`src/rtl/acr_pkg.sv`:
```
package acr_pkg;

  typedef enum logic [1:0] {
    RX_IDLE  = 2'd0,
    RX_SHIFT = 2'd1,
    RX_ACK   = 2'd2,
    RX_SKIP  = 2'd3
  } rx_state_t;

  typedef enum logic [1:0] {
    PH_ADDR = 2'd0,
    PH_SUB  = 2'd1,
    PH_DATA = 2'd2
  } rx_phase_t;

  typedef enum logic [1:0] {
    PICK_MONO = 2'b00,
    PICK_A    = 2'b01,
    PICK_B    = 2'b10,
    PICK_NONE = 2'b11
  } pick_t;

  localparam int SLOT_GAIN   = 0;
  localparam int SLOT_RIGHT  = 1;
  localparam int SLOT_LEFT   = 2;
  localparam int SLOT_SPARE0 = 3;
  localparam int SLOT_SPARE1 = 4;
  localparam int SLOT_BASS   = 5;
  localparam int SLOT_TREBLE = 6;
  localparam int SLOT_SWITCH = 7;

  function automatic pick_t decode_pick(input logic [2:0] code);
    if (!code[2])           return PICK_MONO;
    else if (code[1:0] == 2'b11) return PICK_A;
    else if (code[1:0] == 2'b10) return PICK_B;
    else                    return PICK_NONE;
  endfunction

endpackage

```
`src/rtl/acr_line_sync.sv`:
```
module acr_line_sync #(
  parameter int STAGES = 2
) (
  input  logic clk,
  input  logic rst,
  input  logic scl_in,
  input  logic sda_in,
  output logic sda_bit,
  output logic scl_rise,
  output logic scl_fall,
  output logic start_det,
  output logic stop_det
);
  logic [STAGES-1:0] scl_pipe;
  logic [STAGES-1:0] sda_pipe;
  logic scl_bit;
  logic scl_prev;
  logic sda_prev;

  always_ff @(posedge clk) begin
    if (rst) begin
      scl_pipe <= '1;
      sda_pipe <= '1;
      scl_prev <= 1'b1;
      sda_prev <= 1'b1;
    end else begin
      scl_pipe <= {scl_pipe[STAGES-2:0], scl_in};
      sda_pipe <= {sda_pipe[STAGES-2:0], sda_in};
      scl_prev <= scl_bit;
      sda_prev <= sda_bit;
    end
  end

  assign scl_bit   = scl_pipe[STAGES-1];
  assign sda_bit   = sda_pipe[STAGES-1];
  assign scl_rise  = scl_bit & ~scl_prev;
  assign scl_fall  = ~scl_bit & scl_prev;
  assign start_det = scl_bit & scl_prev & sda_prev & ~sda_bit;
  assign stop_det  = scl_bit & scl_prev & ~sda_prev & sda_bit;

endmodule

```
`src/rtl/acr_byte_rx.sv`:
```
module acr_byte_rx
  import acr_pkg::*;
#(
  parameter logic [6:0] DEV_ADDR = 7'h28,
  parameter int         SUB_W    = 3
) (
  input  logic             clk,
  input  logic             rst,
  input  logic             sda_bit,
  input  logic             scl_rise,
  input  logic             scl_fall,
  input  logic             start_det,
  input  logic             stop_det,
  output logic             sda_oe,
  output logic             wr_en,
  output logic [SUB_W-1:0] wr_addr,
  output logic [7:0]       wr_data
);
  localparam int          BYTE_BITS = 8;
  localparam int          CNT_W     = $clog2(BYTE_BITS + 1);
  localparam logic [7:0]  ADDR_BYTE = {DEV_ADDR, 1'b0};

  rx_state_t        state;
  rx_phase_t        phase;
  logic [CNT_W-1:0] bit_cnt;
  logic [7:0]       shreg;
  logic [SUB_W-1:0] sub_ptr;
  logic             byte_done;

  assign byte_done = scl_fall && (bit_cnt == CNT_W'(BYTE_BITS));

  always_ff @(posedge clk) begin
    if (rst) begin
      state   <= RX_IDLE;
      phase   <= PH_ADDR;
      bit_cnt <= '0;
      shreg   <= '0;
      sub_ptr <= '0;
      sda_oe  <= 1'b0;
      wr_en   <= 1'b0;
      wr_addr <= '0;
      wr_data <= '0;
    end else begin
      wr_en <= 1'b0;
      if (start_det) begin
        state   <= RX_SHIFT;
        phase   <= PH_ADDR;
        bit_cnt <= '0;
        sda_oe  <= 1'b0;
      end else if (stop_det) begin
        state   <= RX_IDLE;
        bit_cnt <= '0;
        sda_oe  <= 1'b0;
      end else begin
        case (state)
          RX_SHIFT: begin
            if (scl_rise && bit_cnt != CNT_W'(BYTE_BITS)) begin
              shreg   <= {shreg[6:0], sda_bit};
              bit_cnt <= bit_cnt + 1'b1;
            end else if (byte_done) begin
              bit_cnt <= '0;
              case (phase)
                PH_ADDR: begin
                  if (shreg == ADDR_BYTE) begin
                    state  <= RX_ACK;
                    sda_oe <= 1'b1;
                  end else begin
                    state <= RX_SKIP;
                  end
                end
                PH_SUB: begin
                  sub_ptr <= shreg[SUB_W-1:0];
                  state   <= RX_ACK;
                  sda_oe  <= 1'b1;
                end
                default: begin
                  wr_en   <= 1'b1;
                  wr_addr <= sub_ptr;
                  wr_data <= shreg;
                  sub_ptr <= sub_ptr + 1'b1;
                  state   <= RX_ACK;
                  sda_oe  <= 1'b1;
                end
              endcase
            end
          end
          RX_ACK: begin
            if (scl_fall) begin
              sda_oe <= 1'b0;
              state  <= RX_SHIFT;
              case (phase)
                PH_ADDR: phase <= PH_SUB;
                default: phase <= PH_DATA;
              endcase
            end
          end
          default: ;
        endcase
      end
    end
  end

  assert_ack_on_fall_R2: assert property (@(posedge clk) disable iff (rst)
    $rose(sda_oe) |-> $past(scl_fall));

  assert_ptr_advance_R4: assert property (@(posedge clk) disable iff (rst)
    wr_en |-> (sub_ptr == SUB_W'(wr_addr + 1'b1)));

  assert_start_aborts_R10: assert property (@(posedge clk) disable iff (rst)
    $past(start_det) |-> (!sda_oe && !wr_en));

  assert_stop_release_R11: assert property (@(posedge clk) disable iff (rst)
    $past(stop_det) |-> (!sda_oe && !wr_en));

endmodule

```
`src/rtl/acr_regfile.sv`:
```
module acr_regfile
  import acr_pkg::*;
#(
  parameter int SUB_W = 3
) (
  input  logic                      clk,
  input  logic                      rst,
  input  logic                      wr_en,
  input  logic [SUB_W-1:0]          wr_addr,
  input  logic [7:0]                wr_data,
  output logic [(1<<SUB_W)-1:0][7:0] slots,
  output logic                      switch_wr
);
  localparam int NSLOTS = 1 << SUB_W;

  for (genvar i = 0; i < NSLOTS; i++) begin : g_slot
    localparam logic [7:0] RST_VAL = (i == SLOT_SWITCH) ? 8'h80 : 8'h00;
    always_ff @(posedge clk) begin
      if (rst)
        slots[i] <= RST_VAL;
      else if (wr_en && wr_addr == SUB_W'(i))
        slots[i] <= wr_data;
    end
  end

  always_ff @(posedge clk) begin
    if (rst) switch_wr <= 1'b0;
    else     switch_wr <= wr_en && (wr_addr == SUB_W'(SLOT_SWITCH));
  end

  assert_switch_strobe_R9: assert property (@(posedge clk) disable iff (rst)
    switch_wr |-> ($past(wr_en) && $past(wr_addr) == SUB_W'(SLOT_SWITCH)));

  assert_strobe_single_R9: assert property (@(posedge clk) disable iff (rst)
    switch_wr |=> !switch_wr);

endmodule

```
`src/rtl/audio_ctl_rx.sv`:
```
module audio_ctl_rx
  import acr_pkg::*;
#(
  parameter logic [6:0] DEV_ADDR    = 7'h28,
  parameter int         SYNC_STAGES = 2,
  parameter int         SUB_W       = 3
) (
  input  logic       clk,
  input  logic       rst,
  input  logic       scl_in,
  input  logic       sda_in,
  output logic       sda_oe,
  output logic [5:0] vol_code,
  output logic       zc_mode,
  output logic [5:0] att_right,
  output logic [5:0] att_left,
  output logic [4:0] bass_code,
  output logic [4:0] treble_code,
  output logic       gen_mute,
  output logic [2:0] src_sel,
  output logic [1:0] input_pick,
  output logic       switch_wr
);
  localparam int NSLOTS = 1 << SUB_W;

  logic sda_bit, scl_rise, scl_fall, start_det, stop_det;
  logic             wr_en;
  logic [SUB_W-1:0] wr_addr;
  logic [7:0]       wr_data;
  logic [NSLOTS-1:0][7:0] slots;

  acr_line_sync #(.STAGES(SYNC_STAGES)) u_sync (
    .clk(clk), .rst(rst), .scl_in(scl_in), .sda_in(sda_in),
    .sda_bit(sda_bit), .scl_rise(scl_rise), .scl_fall(scl_fall),
    .start_det(start_det), .stop_det(stop_det)
  );

  acr_byte_rx #(.DEV_ADDR(DEV_ADDR), .SUB_W(SUB_W)) u_rx (
    .clk(clk), .rst(rst), .sda_bit(sda_bit), .scl_rise(scl_rise),
    .scl_fall(scl_fall), .start_det(start_det), .stop_det(stop_det),
    .sda_oe(sda_oe), .wr_en(wr_en), .wr_addr(wr_addr), .wr_data(wr_data)
  );

  acr_regfile #(.SUB_W(SUB_W)) u_regs (
    .clk(clk), .rst(rst), .wr_en(wr_en), .wr_addr(wr_addr),
    .wr_data(wr_data), .slots(slots), .switch_wr(switch_wr)
  );

  assign zc_mode     = slots[SLOT_GAIN][7];
  assign vol_code    = slots[SLOT_GAIN][5:0];
  assign att_right   = slots[SLOT_RIGHT][5:0];
  assign att_left    = slots[SLOT_LEFT][5:0];
  assign bass_code   = slots[SLOT_BASS][4:0];
  assign treble_code = slots[SLOT_TREBLE][4:0];
  assign gen_mute    = slots[SLOT_SWITCH][7];
  assign src_sel     = slots[SLOT_SWITCH][2:0];

  always_ff @(posedge clk) begin
    if (rst) input_pick <= PICK_MONO;
    else     input_pick <= decode_pick(src_sel);
  end

  logic unused_bits;
  assign unused_bits = ^{slots[SLOT_SPARE0], slots[SLOT_SPARE1],
                         slots[SLOT_GAIN][6], slots[SLOT_RIGHT][7:6],
                         slots[SLOT_LEFT][7:6], slots[SLOT_BASS][7:5],
                         slots[SLOT_TREBLE][7:5], slots[SLOT_SWITCH][6:3]};

  assert_mute_after_reset_R8: assert property (@(posedge clk)
    $past(rst) |-> (gen_mute && input_pick == PICK_MONO));

  assert_pick_mono_R7: assert property (@(posedge clk) disable iff (rst)
    !$past(src_sel[2]) |-> (input_pick == PICK_MONO));

  assert_pick_stereo_a_R7: assert property (@(posedge clk) disable iff (rst)
    ($past(src_sel) == 3'b111) |-> (input_pick == PICK_A));

endmodule

```
`config.mk`:
```
export PLATFORM = sky130hd
export DESIGN_NAME = audio_ctl_rx
export DESIGN_NICKNAME = d
export VERILOG_FILES = /design/src/rtl/acr_pkg.sv /design/src/rtl/acr_line_sync.sv /design/src/rtl/acr_byte_rx.sv /design/src/rtl/acr_regfile.sv /design/src/rtl/audio_ctl_rx.sv
export SDC_FILE = /design/constraint.sdc
export NUM_CORES = 1
export LEC_CHECK = 0
export BUFFER_PORTS_ARGS = -buffer_cell sky130_fd_sc_hd__clkbuf_2
export CAP_MARGIN = 25
export CORE_MARGIN = 3
export CORE_UTILIZATION = 45
export DETAILED_ROUTE_END_ITERATION = 8
export GPL_TIMING_DRIVEN = 0
export PLACE_DENSITY = 0.61
export SETUP_SLACK_MARGIN = 0.3
export SLEW_MARGIN = 40
export SYNTH_ARGS = -nofsm -noshare
export SYNTH_HDL_FRONTEND = slang
export SYNTH_SLANG_ARGS = --single-unit
```
`constraint.sdc`:
```
create_clock -name clk -period 3.2 [get_ports clk]
set_input_delay 0.16 -clock clk [delete_from_list [all_inputs] [get_ports clk]]
set_output_delay 0.16 -clock clk [all_outputs]
set_load 0.05 [all_outputs]
```
# Word level (Yosys, flattened, before mapping)
# Cells that the tools add are included.
# word_totals
ff_bits	79
elab_cells	112
# op_classes
n_bitwise	19
muxes	21
add_sub_neg	2
n_eq_ne	20
reduce_logical	27
# ops
op	count
2-to-1 mux 1 bit	12
inverter 1 bit	12
AND reduction 4 bit	3
AND reduction 6 bit	2
equality test 3 bit (second input constant)	3
equality test 8 x 7 -> 1 bit (second input constant)	1
logical AND 1 bit	8
2-to-1 mux 2 bit	4
2-to-1 mux 4 bit	2
!= test 4 x 3 -> 1 bit (second input constant)	2
!= test 4 bit (second input constant)	2
AND 1 bit	7
equality test 2 bit (second input constant)	3
case mux 3 bit (2 select lines)	1
OR reduction 2 bit	3
OR reduction 3 bit	2
OR reduction 6 bit	1
AND reduction 5 bit	1
adder 4 x 1 -> 4 bit (second input constant)	1
equality test 2 x 1 -> 1 bit (second input constant)	2
equality test 4 bit (second input constant)	1
!= test 2 x 1 -> 1 bit (second input constant)	2
case mux 2 bit (2 select lines)	1
nonzero test 2 bit	2
11 further kinds	11

# Logic depth before layout (Yosys ltp)
# Gate-level depths: netlist of the first run.
# depth
word_depth	8
depth_mapped	7
ltp_nobuf	6

# By module
# A second synthesis of the first run with hierarchy kept.
# unflattened
cells_unflattened	408
area_unflattened_um2	4276.6
# by_module_without_submodules
module	area_per_inst_um2	instances	seq_area_each_um2	cells_per_inst
acr_regfile	2620.0	1	1301.2	239
acr_byte_rx	1398.8	1	640.6	147
acr_line_sync	190.2	1	120.1	16
audio_ctl_rx	67.6	1	40.0	6

# Worst setup path after synthesis of the first run
# Ideal clock, no wire load.
# synth_timing
path_kind	reg-to-reg
startpoint	reg u_rx.bit_cnt[0]
endpoint	reg u_rx.wr_addr[0]
synth_period_minus_slack_ns	1.454
stages_incl_launch_ff	8
t_arrival_ns	1.327
setup_slack_ns	1.746
n_path_buf	1
setup_ns	0.128
path_cell_list	dfxtp_1 -> inv_1 -> ha_1 -> and3b_2 -> nand3_2 -> buf_6 -> mux2i_1 -> nor2_1
# synth_via
elab_chain_len	4
# synth_lines
item	line	text
start: declaration	acr_byte_rx.sv:25	logic [CNT_W-1:0] bit_cnt;
start signal: assignment	acr_byte_rx.sv:59	bit_cnt <= bit_cnt + 1'b1;
!= test 4 bit	acr_byte_rx.sv:57	if (scl_rise && bit_cnt != CNT_W'(BYTE_BITS)) begin
logical AND 1 bit	acr_byte_rx.sv:57	
inverter 1 bit (no source line)	-	
AND reduction 6 bit (no source line) (*)	-	
end signal: assignment	acr_byte_rx.sv:78	wr_addr <= sub_ptr;
end: declaration	acr_byte_rx.sv:16	output logic [SUB_W-1:0] wr_addr,
# Every way passes the cells marked *; elsewhere a longest branch is shown, timed or not.
# A chain may end at the register's enable or synchronous reset.

# Worst setup path after layout of the first run
# layout_timing
startpoint	reg u_rx.bit_cnt[0]
endpoint	reg u_rx.wr_data[1]
# layout_via
elab_chain_len	4
# layout_lines
item	line	text
!= test 4 bit	acr_byte_rx.sv:57	
logical AND 1 bit	acr_byte_rx.sv:57	
inverter 1 bit (no source line)	-	
AND reduction 6 bit (no source line) (*)	-	
end signal: assignment	acr_byte_rx.sv:79	wr_data <= shreg;
end: declaration	acr_byte_rx.sv:17	output logic [7:0] wr_data
# Marks and branches as above.

==> metrics, run 1 <==
# diodes 0; area grow syn2layout 17.2%; crit path max fanout 10; vias in the first global route approximately 2100; vias post-DR between 2000 and 2500; GRT Overall Usage 0.173; unrepaired setup endpoints after global routing no; sequential fraction of the synthesis area 0.490; synthesized area per cell slightly above 10 µm²; clk_skew between 0.008 and 0.009 ns; syn nets between 300 and 400; post-DP HPWL roughly 4300 µm; worst-margin pin slew 0.609 ns; GR Overflow Total 0; ys async rst share 0; post-synthesis cell count just under 300; Setup TNS 0 ns; kind of critical path flip-flop to flip-flop; Worst R2R Path Depth 7; # rows 29; top-count cell post-synth dfxtp_1; die extent in y around 90 µm; Slew Viols, Final 0; fin util 0.547; Clock power frac 0.423; share of layout cells above drive strength 1 0.238; Post-DRT Antenna Nets 0; R2R setup slack approximately 1.6 ns; WHS roughly 0.34 ns; setup violators final 0; Sw Ratio 0.242; CTS Sinks 73; post-route clock period utilization 0.496; post-synth top area share 0.490; non-filler cells, final 430; Longest Clk Path Bufs 2; Worst Path Arrival 1.82 ns; Placed Cells slightly above 400; pin count of the biggest net entering global routing 15; die area 7640 µm²; Gate power share 0.041; Ports 41; fillers approximately 600; WL per Instance 14.1 µm; Final Hold Fails 0; DRC 0; TritonCTS clock tree built; fin worst setup slack approximately 1.6 ns; status finished, final reports clean; Core ar. about 6400 µm²; Synth Register Bits 73; hold depth 2; clock latency on the worst-skew pair 0.35 ns; predominant post-synthesis flop cell dfxtp_1; first-pass iteration count of the detailed router 4; max_slew headroom 0.591; post_cts resized 0; Flop pwr share 0.536; most area-hungry cell type in the Yosys netlist dfxtp_1; fin crit period between 1.5 and 2 ns; die width approximately 87 µm; Yosys cell types 47; post-DR vias/cell between 5 and 6; static leakage roughly 1.6 nW; Initial Utilization 0.467; Worst setup SP type flip-flop; area of the multi-input gates 1390 µm²; Critical Path RT around 3.4 ns; Mapped Area ~3000 µm²; Layout Nets around 360; top post-synthesis cells by count dfxtp_1 (73), nor2_1 (58), mux2i_1 (50); htree depth 3; Iter 0 DRT Violations between 60 and 70; Net Sw Power between 0.4 and 0.5 mW; crit path capture type flip-flop; Synth area leaders dfxtp_1 (49%), mux2i_1 (17%), nor2_1 (7.3%); HP Class input port to flip-flop; root buf cell clkbuf_8; Pint around 1.3 mW; first-pass GRT wire length 10300 µm; Max Clock Freq about 630 MHz; Clock transition at path regs 0.08 ns; Reg area between 1000 and 1500 µm²; Yosys Warn Count 0; r2r startpoint u_rx.bit_cnt[0]; worst slack, placed 1.60 ns; initial antenna violation count 0; Max VDD drop approximately 0.28 mV; TritonCTS Buffers 9; hold endpoint u_rx.sub_ptr[1]; Hold Startpoint rst; Total Wirelength 6080 µm; Port Buffer Count 39; Cell Pwr Density a little under 500 nW/µm²; routability cong. a little over 0.7; R2R Path End u_rx.wr_data[1]; maxcap violations 0; Post-synth EDFFs 0
-- flip-flops by register name, summed over array words and instances, names as in the netlist, 3 cells and up --
| name | count |
|---|---|
| u_rx.wr_addr | 3 |
| u_rx.sub_ptr | 3 |
| u_rx.shreg | 8 |
| u_regs.slots | 33 |
| u_rx.bit_cnt | 4 |
| u_rx.wr_data | 7 |
-- layout make-up --
type,instances,share of cell area
multi-input cells,195,0.396
clock buffers,9,0.0355
plain buffers,18,0.0279
well taps,77,0.0276
repair buffers,41,0.0616
flip-flops and latches,73,0.418
inverters,10,0.0107
clock inverters,7,0.0218
-- cells by family after synthesis --
kind of cell    Yosys count  share of synthesized area
compound gates           28                     0.0726
xor+xnor                  3                    0.00881
fa+ha+maj                 5                     0.0210
buf+inv                  28                     0.0453
flops                    73                      0.490
mux                      51                      0.172
simple gates            108                      0.191
-- per-layer routing --
layer | vias up | wire length [µm] | GRT usage
met3 | 12 | 287 | 0.0341
met2 | 37 | 2730 | 0.260
met1 | 1063 | 2940 | 0.239
li1 | 1131 | - | -
met4 | 0 | 116 | 0.0795
met5 | - | 0 | 0
-- worst max path at each step --
stage / to / start / slack [ns] / cells after the start
global route: u_rx.wr_data[0] / u_rx.bit_cnt[0] / 1.47 / 7
finish: u_rx.wr_data[1] / u_rx.bit_cnt[0] / 1.61 / 7
detailed placement: u_rx.wr_addr[0] / u_rx.bit_cnt[0] / 1.60 / 7
floorplan: u_rx.wr_addr[0] / u_rx.bit_cnt[0] / 1.75 / 7
global placement: u_rx.wr_data[3] / u_rx.bit_cnt[0] / 1.64 / 7
CTS: u_rx.wr_addr[0] / u_rx.bit_cnt[0] / 1.60 / 7
-- power groups by stage --
stage / combinational, mW / sequential, mW / clock [mW]
detailed placement: 0.0690 / 0.944 / 0
global placement: 0.0682 / 0.943 / 0
CTS: 0.0710 / 0.922 / 0.746
finish: 0.0703 / 0.923 / 0.728
floorplan: 0.0478 / 0.946 / 0
global route: 0.0791 / 0.924 / 0.776
-- placed cells by master (no fill, tap or decap), drive strengths merged, types with 8 or more instances in the layout --
master	count
mux2i	50
clkbuf	56
inv	12
a21oi	9
nor3	9
dfxtp	73
nand2	8
buf	10
nor2	59
-- what timing repair did --
action	in CTS	in global routing
buffers inserted	0	0
hold endpoints to repair	2	0
hold buffers	2	0
-- critical path, stage by stage, from the launching register on --
cell     delay, ns
dfxtp_1       0.37
inv_1         0.07
ha_1          0.24
and3b_2       0.26
nand3_2       0.12
buf_6         0.17
mux2i_1       0.20
nor2_1        0.05
-- through the flow --
step	instance area, µm²	total power, mW
floorplan	2980	0.994
global placement	3270	1.01
detailed placement	3270	1.01
CTS	3490	1.74
global route	3490	1.78
finish	3490	1.72
Power figures use the tool's default switching activity.
==> run 2: changes to the inputs <==
clock period = 1.6 ns   (was 3.2 ns; I/O delays follow)
==> run 2 against run 1 <==
Clock skew shrank 0.0017 ns. Global-route usage up 0.64 points. Critical path depth is the same. Non-clock buffer count rose by 28.
==> metrics, run 2 (same netlist as run 1, synthesis figures left out) <==
status finished, final reports clean; routability cong. 0.766 (+6.4%); vias post-DR 2321 (+3.5%); first-pass GRT wire length 10600 µm (+3.3%); number of flip-flops in the largest register 33 (unchanged); post-route cell area 4050 µm² (+16%); most frequent cells in the layout dfxtp_1 (65), nor2_1 (56), mux2i_1 (48); unrepaired setup endpoints after global routing yes; Max VDD drop 0.692 mV (+150%); share of layout cells above drive strength 1 0.388 (+0.150); clock latency on the worst-skew pair 0.34 ns (about the same); vias in the first global route 2164 (+3.3%); crit path max fanout 4 (-6); Layout Nets 385 (+7.8%); die area 7640 µm² (unchanged); area grow syn2layout 35.9%; Ports 41 (unchanged); kind of critical path flip-flop to flip-flop; Iter 0 DRT Violations 57 (-15%); fin worst setup slack 0.153 ns (-1.46 ns); clk_skew 0.00677 ns (-0.00170 ns); Post-DRT Antenna Nets 0 (unchanged); CP startpoint u_rx.bit_cnt[1]; first-pass iteration count of the detailed router 4 (unchanged); R2R setup slack 0.15 ns (-1.46 ns); post-route clock period utilization 0.904 (+0.408); HP Class input port to flip-flop; area post-placement 3300 µm² (+0.80%); Worst setup SP type flip-flop; crit path capture type flip-flop; root buf cell clkbuf_8; Cell Pwr Density 891 nW/µm² (+81%); leading registers by flop count u_regs.slots (33), u_rx.shreg (8), u_rx.wr_data (7); Longest Clk Path Bufs 2 (unchanged); post-DR vias/cell 5.07 (-2.8%); fin util 0.635 (+0.0876); die extent in y 87.4 µm (unchanged); pin count of the biggest net entering global routing 13 (-2); DRC 0 (unchanged); CTS Sinks 73 (unchanged); static leakage 1.80 nW (+15%); Slew Viols, Final 0 (unchanged); Core ar. 6390 µm² (unchanged); TritonCTS clock tree built; post-DP HPWL 4300 µm (+0.95%); setup violators final 0 (unchanged); r2r startpoint u_rx.bit_cnt[1]; initial antenna violation count 0 (unchanged); Critical Path RT 1.87 ns (-1.56 ns); Total Wirelength 6620 µm (+8.9%); worst slack, placed 0.0826 ns (-1.52 ns); # diodes 0 (unchanged); max_slew headroom 0.629 (+0.0378); Initial Utilization 0.467 (unchanged); Hold Startpoint rst; maxcap violations 0 (unchanged); fin crit period 1.45 ns (-0.141 ns); # rows 29 (unchanged); Final Hold Fails 0 (unchanged); die width 87.4 µm (unchanged); Max Clock Freq 691 MHz (+9.7%); Clock transition at path regs 0.07 ns (about the same); GR Overflow Total 0 (unchanged); commonest non-fill, non-tap cell in the layout dfxtp_1; Setup TNS 0 ns (unchanged); WL per Instance 14.5 µm (+2.3%); GRT Overall Usage 0.179 (+0.00635); worst-margin pin slew 0.556 ns (-0.0530 ns); Port Buffer Count 39 (unchanged); htree depth 3 (unchanged); TritonCTS Buffers 9 (unchanged); Largest Register u_regs.slots; Worst Path Arrival 1.72 ns (-0.10 ns)
run 2: changes by cell type in the layout (fill, tap and decap cells not counted), moves of 5 or more:
cell,delta
buf_2,-5
buf_4,+17
buf_6,+13
dfxtp_1,-8
dfxtp_2,+7
run 2: final cells by class:
type	count	area [µm²]
fill	527	2330
multi-input combinational	195	1600
sequential	73	1470
timing repair buffer	69	492
clock buffer	11	141
buffer	18	133
tap	77	96.3
clock inverter	5	78.8
inverter	10	37.5
run 2: power breakdown:
part | total (mW) | switching, mW | leakage, nW | internal, mW
Sequential | 1.85 | 0.0174 | 0.593 | 1.83
Combinational | 0.194 | 0.114 | 1.10 | 0.0797
Clock | 1.57 | 0.649 | 0.113 | 0.918
run 2: repair_timing:
| item | 4_1_cts | 5_1_grt |
|---|---|---|
| cloned | 2 | 0 |
| endpoints found under the setup margin | 52 | 59 |
| pin swaps | 9 | 19 |
| buffers inserted | 13 | 13 |
| endpoints found under the hold margin | 2 | 0 |
| resized for setup | 36 | 28 |
| hold buffers | 2 | 0 |
run 2: worst paths after layout:
check | to | cells after the start
setup reg to reg | u_rx.sub_ptr[0] | 7
setup / recovery | u_rx.sub_ptr[0] | 7
hold / removal | u_rx.sub_ptr[1] | 2
hold reg to reg | u_sync.scl_pipe[1] | 1
run 2: worst max-delay path, cell delays in order, from the launching register on:
cell	delay (ns)
dfxtp_2	0.33
inv_2	0.06
ha_4	0.14
and3b_2	0.24
nand3_4	0.15
buf_6	0.16
o221a_4	0.24
nor2_1	0.07
run 2: per-layer routing:
layer | wire length [µm] | vias up | track usage
li1 | - | 1191 | -
met2 | 3260 | 41 | 0.295
met4 | 96 | 0 | 0.0669
met5 | 0 | - | 0
met3 | 284 | 10 | 0.0482
met1 | 2980 | 1079 | 0.224
run 2: through the flow:
step           total power, mW  cells  hold WS [ns]
4_1_cts                   3.64    445         0.238
3_3_place_gp              2.03    412         0.266
5_1_grt                   3.74    458         0.277
6_report                  3.61    458         0.233
2_1_floorplan             1.99    296         0.184
3_5_place_dp              2.03    412         0.268
==> run 3: changes to the inputs <==
--- a/config.mk
+++ b/config.mk
@@ -6,11 +6,11 @@
 export NUM_CORES = 1
 export LEC_CHECK = 0
-export BUFFER_PORTS_ARGS = -buffer_cell sky130_fd_sc_hd__clkbuf_2
 export CAP_MARGIN = 25
 export CORE_MARGIN = 3
 export CORE_UTILIZATION = 45
 export DETAILED_ROUTE_END_ITERATION = 8
+export DONT_BUFFER_PORTS = 1
 export GPL_TIMING_DRIVEN = 0
-export PLACE_DENSITY = 0.61
+export PLACE_DENSITY = 0.56
 export SETUP_SLACK_MARGIN = 0.3
 export SLEW_MARGIN = 40
==> constraint.sdc (replaced) <==
create_clock -name clk -period 1.6 [get_ports clk]
set_input_delay 0.48 -clock clk [delete_from_list [all_inputs] [get_ports clk]]
set_output_delay 0.48 -clock clk [all_outputs]
set_load 0.05 [all_outputs]
==> run 3 against run 2 <==
Utilization fell by 2.0 points. Combinational power fell by 13%. Critical path type unchanged. Critical endpoint unchanged. Clock skew rose by 0.0034 ns. Sequential share of layout area rose by 4.6 points. Clock-buffer cell count fell by 1. Register-to-register slack got worse by 0.02 ns. Die area did not move.
==> metrics, run 3 (same netlist as run 1, synthesis figures left out) <==
status finished, final reports clean; maxcap violations 0 (unchanged); Layout Nets 347 (-9.9%); post-DR vias/cell 5.32 (+5.0%); crit path capture type flip-flop; Hold Startpoint sda_in; crit path max-delay cell type dfxtp_2; number of flip-flops in the largest register 33 (unchanged); Iter 0 DRT Violations 67 (+18%); Critical Path RT 1.82 ns (-0.05 ns); post-DP HPWL 4260 µm (-1.1%); # diodes 0 (unchanged); Clock power frac 0.397 (-0.037); Sw Ratio 0.251 (+0.0349); worst slack, placed -0.109 ns (-0.192 ns); TritonCTS Buffers 9 (unchanged); leading registers by flop count u_regs.slots (33), u_rx.shreg (8), u_rx.wr_data (7); Max Clock Freq 683 MHz (-1.2%); Worst R2R Path Depth 6 (-1); Post-CTS Hold Buffers 0 (-2); Largest Register u_regs.slots; max_slew headroom 0.639 (+0.0103); Post-DRT Antenna Nets 0 (unchanged); die width 87.4 µm (unchanged); unrepaired setup endpoints after global routing yes; die area 7640 µm² (unchanged); R2R Path End u_rx.sub_ptr[0]; Max VDD drop 0.784 mV (+13%); post-route clock period utilization 0.915 (+0.0109); Pint 2.45 mW (-14%); hold depth 1 (-1); Worst setup SP type flip-flop; DRC 0 (unchanged); kind of critical path flip-flop to flip-flop; Total Wirelength 6900 µm (+4.1%); hold endpoint u_sync.sda_pipe[0]; Worst path max stage delay 0.35 ns (+0.02 ns); Flop pwr share 0.551 (+0.039); Cell Pwr Density 833 nW/µm² (-6.5%); fillers 532 (+0.95%); initial antenna violation count 0 (unchanged); Worst Path Arrival 1.68 ns (-0.04 ns); htree depth 3 (unchanged); Port Buffer Count 0 (-100%); Initial Utilization 0.467 (unchanged); clk_skew 0.0102 ns (+0.00339 ns); area grow syn2layout 31.6%; pin count of the biggest net entering global routing 14 (+1); r2r startpoint u_rx.bit_cnt[0]; Gate power share 0.052 (-0.002); first-pass iteration count of the detailed router 4 (unchanged); Longest Clk Path Bufs 2 (unchanged); first-pass GRT wire length 11000 µm (+3.6%); Core ar. 6390 µm² (unchanged); Net Sw Power 0.821 mW (+5.1%); most frequent cells in the layout nor2_1 (56), mux2i_1 (49), dfxtp_4 (37); setup violators final 0 (unchanged); share of layout cells above drive strength 1 0.420 (+0.0314); Clock transition at path regs 0.08 ns (about the same); TritonCTS clock tree built; GRT Overall Usage 0.187 (+0.00730); routability cong. 0.768 (+0.33%); CTS Sinks 73 (unchanged); static leakage 1.60 nW (-11%); Ports 41 (unchanged); root buf cell clkbuf_8; WL per Instance 16.4 µm (+14%); fin crit period 1.46 ns (+0.0174 ns); CP startpoint u_rx.bit_cnt[0]; HP Class input port to flip-flop; R2R setup slack 0.14 ns (-0.02 ns); die extent in y 87.4 µm (unchanged); vias in the first global route 2177 (+0.60%); GR Overflow Total 0 (unchanged); # rows 29 (unchanged); commonest non-fill, non-tap cell in the layout nor2_1; CP Cell Sequence inv_2 > ha_4 > and3b_2 > a41oi_1 > o221a_4 > nor2_2; Final Hold Fails 0 (unchanged); fin worst setup slack 0.136 ns (-0.0174 ns); Setup TNS 0 ns (unchanged); Slew Viols, Final 0 (unchanged); worst-margin pin slew 0.541 ns (-0.0155 ns); vias post-DR 2234 (-3.7%); crit path max fanout 4 (unchanged); clock latency on the worst-skew pair 0.35 ns (about the same)
[run 3: changes by cell type in the layout (fill, tap and decap cells not counted), sizes merged]
cell / previous run / this run
buf: 38 / 42
clkinv: 3 / 2
bufinv: 2 / 0
dlygate4sd3: 2 / 0
clkinvlp: 0 / 3
clkbuf: 58 / 17
inv: 10 / 11
[run 3: worst max-delay path: cells and delay by family (launching register included)]
family / cells / cell delay (ns)
buffers and inverters: 1 / 0.05
and+or+nand+nor: 2 / 0.26
DFF: 1 / 0.35
adders and majority gates: 1 / 0.16
AOI/OAI and AO/OA: 2 / 0.51
[run 3: metal layers]
metal | vias to the layer above | wire [µm] | track usage
met5 | - | 0 | 0
met4 | 0 | 57 | 0.0572
met3 | 7 | 348 | 0.0710
met2 | 45 | 3480 | 0.318
met1 | 1067 | 3010 | 0.216
li1 | 1115 | - | -
[run 3: how the worst max path moves through the flow]
stage	endpoint	slack [ns]	depth (start not counted)
final	u_rx.sub_ptr[0]	0.14	6
after global routing	u_rx.sub_ptr[0]	0.07	6
after CTS	u_rx.sub_ptr[0]	0.15	7
after detailed placement	u_rx.bit_cnt[3]	-0.11	4
after global placement	u_rx.bit_cnt[2]	-0.15	4
after floorplan	u_rx.wr_addr[0]	0.25	7
[run 3: metrics by stage]
stage               std cells  hold WS [ns]  cell area, µm²   util  total power, mW
floorplan                 296         0.389            3010      -             1.99
global placement          373         0.396            3100  0.486             2.02
detailed placement        373         0.395            3100  0.486             2.02
CTS                       411         0.218            3770  0.590             3.31
global route              420         0.207            3920  0.614             3.39
finish                    420         0.230            3920  0.614             3.27
[run 3: power groups by stage]
stage | clock (mW) | sequential, mW | combinational [mW]
global placement | 0 | 1.90 | 0.124
global route | 1.40 | 1.80 | 0.187
finish | 1.30 | 1.80 | 0.169
detailed placement | 0 | 1.90 | 0.126
floorplan | 0 | 1.89 | 0.0992
CTS | 1.35 | 1.80 | 0.160
[run 3: area by class of cell]
type                            count  area, µm²  area share
Inverter                           10       37.5     0.00957
Multi-Input combinational cell    195       1570       0.401
Buffer                             18        141      0.0360
Clock buffer                       10        138      0.0351
Sequential cell                    73       1610       0.410
Clock inverter                      6       41.3      0.0105
Tap cell                           77       96.3      0.0246
Timing Repair Buffer               31        287      0.0730
[run 3: repair_timing]
action | in CTS | in global routing
cloned | 2 | 0
pin swaps | 12 | 12
setup endpoints to repair | 92 | 80
endpoints found under the hold margin | 0 | 0
resized for setup | 107 | 25
setup buffers | 20 | 9
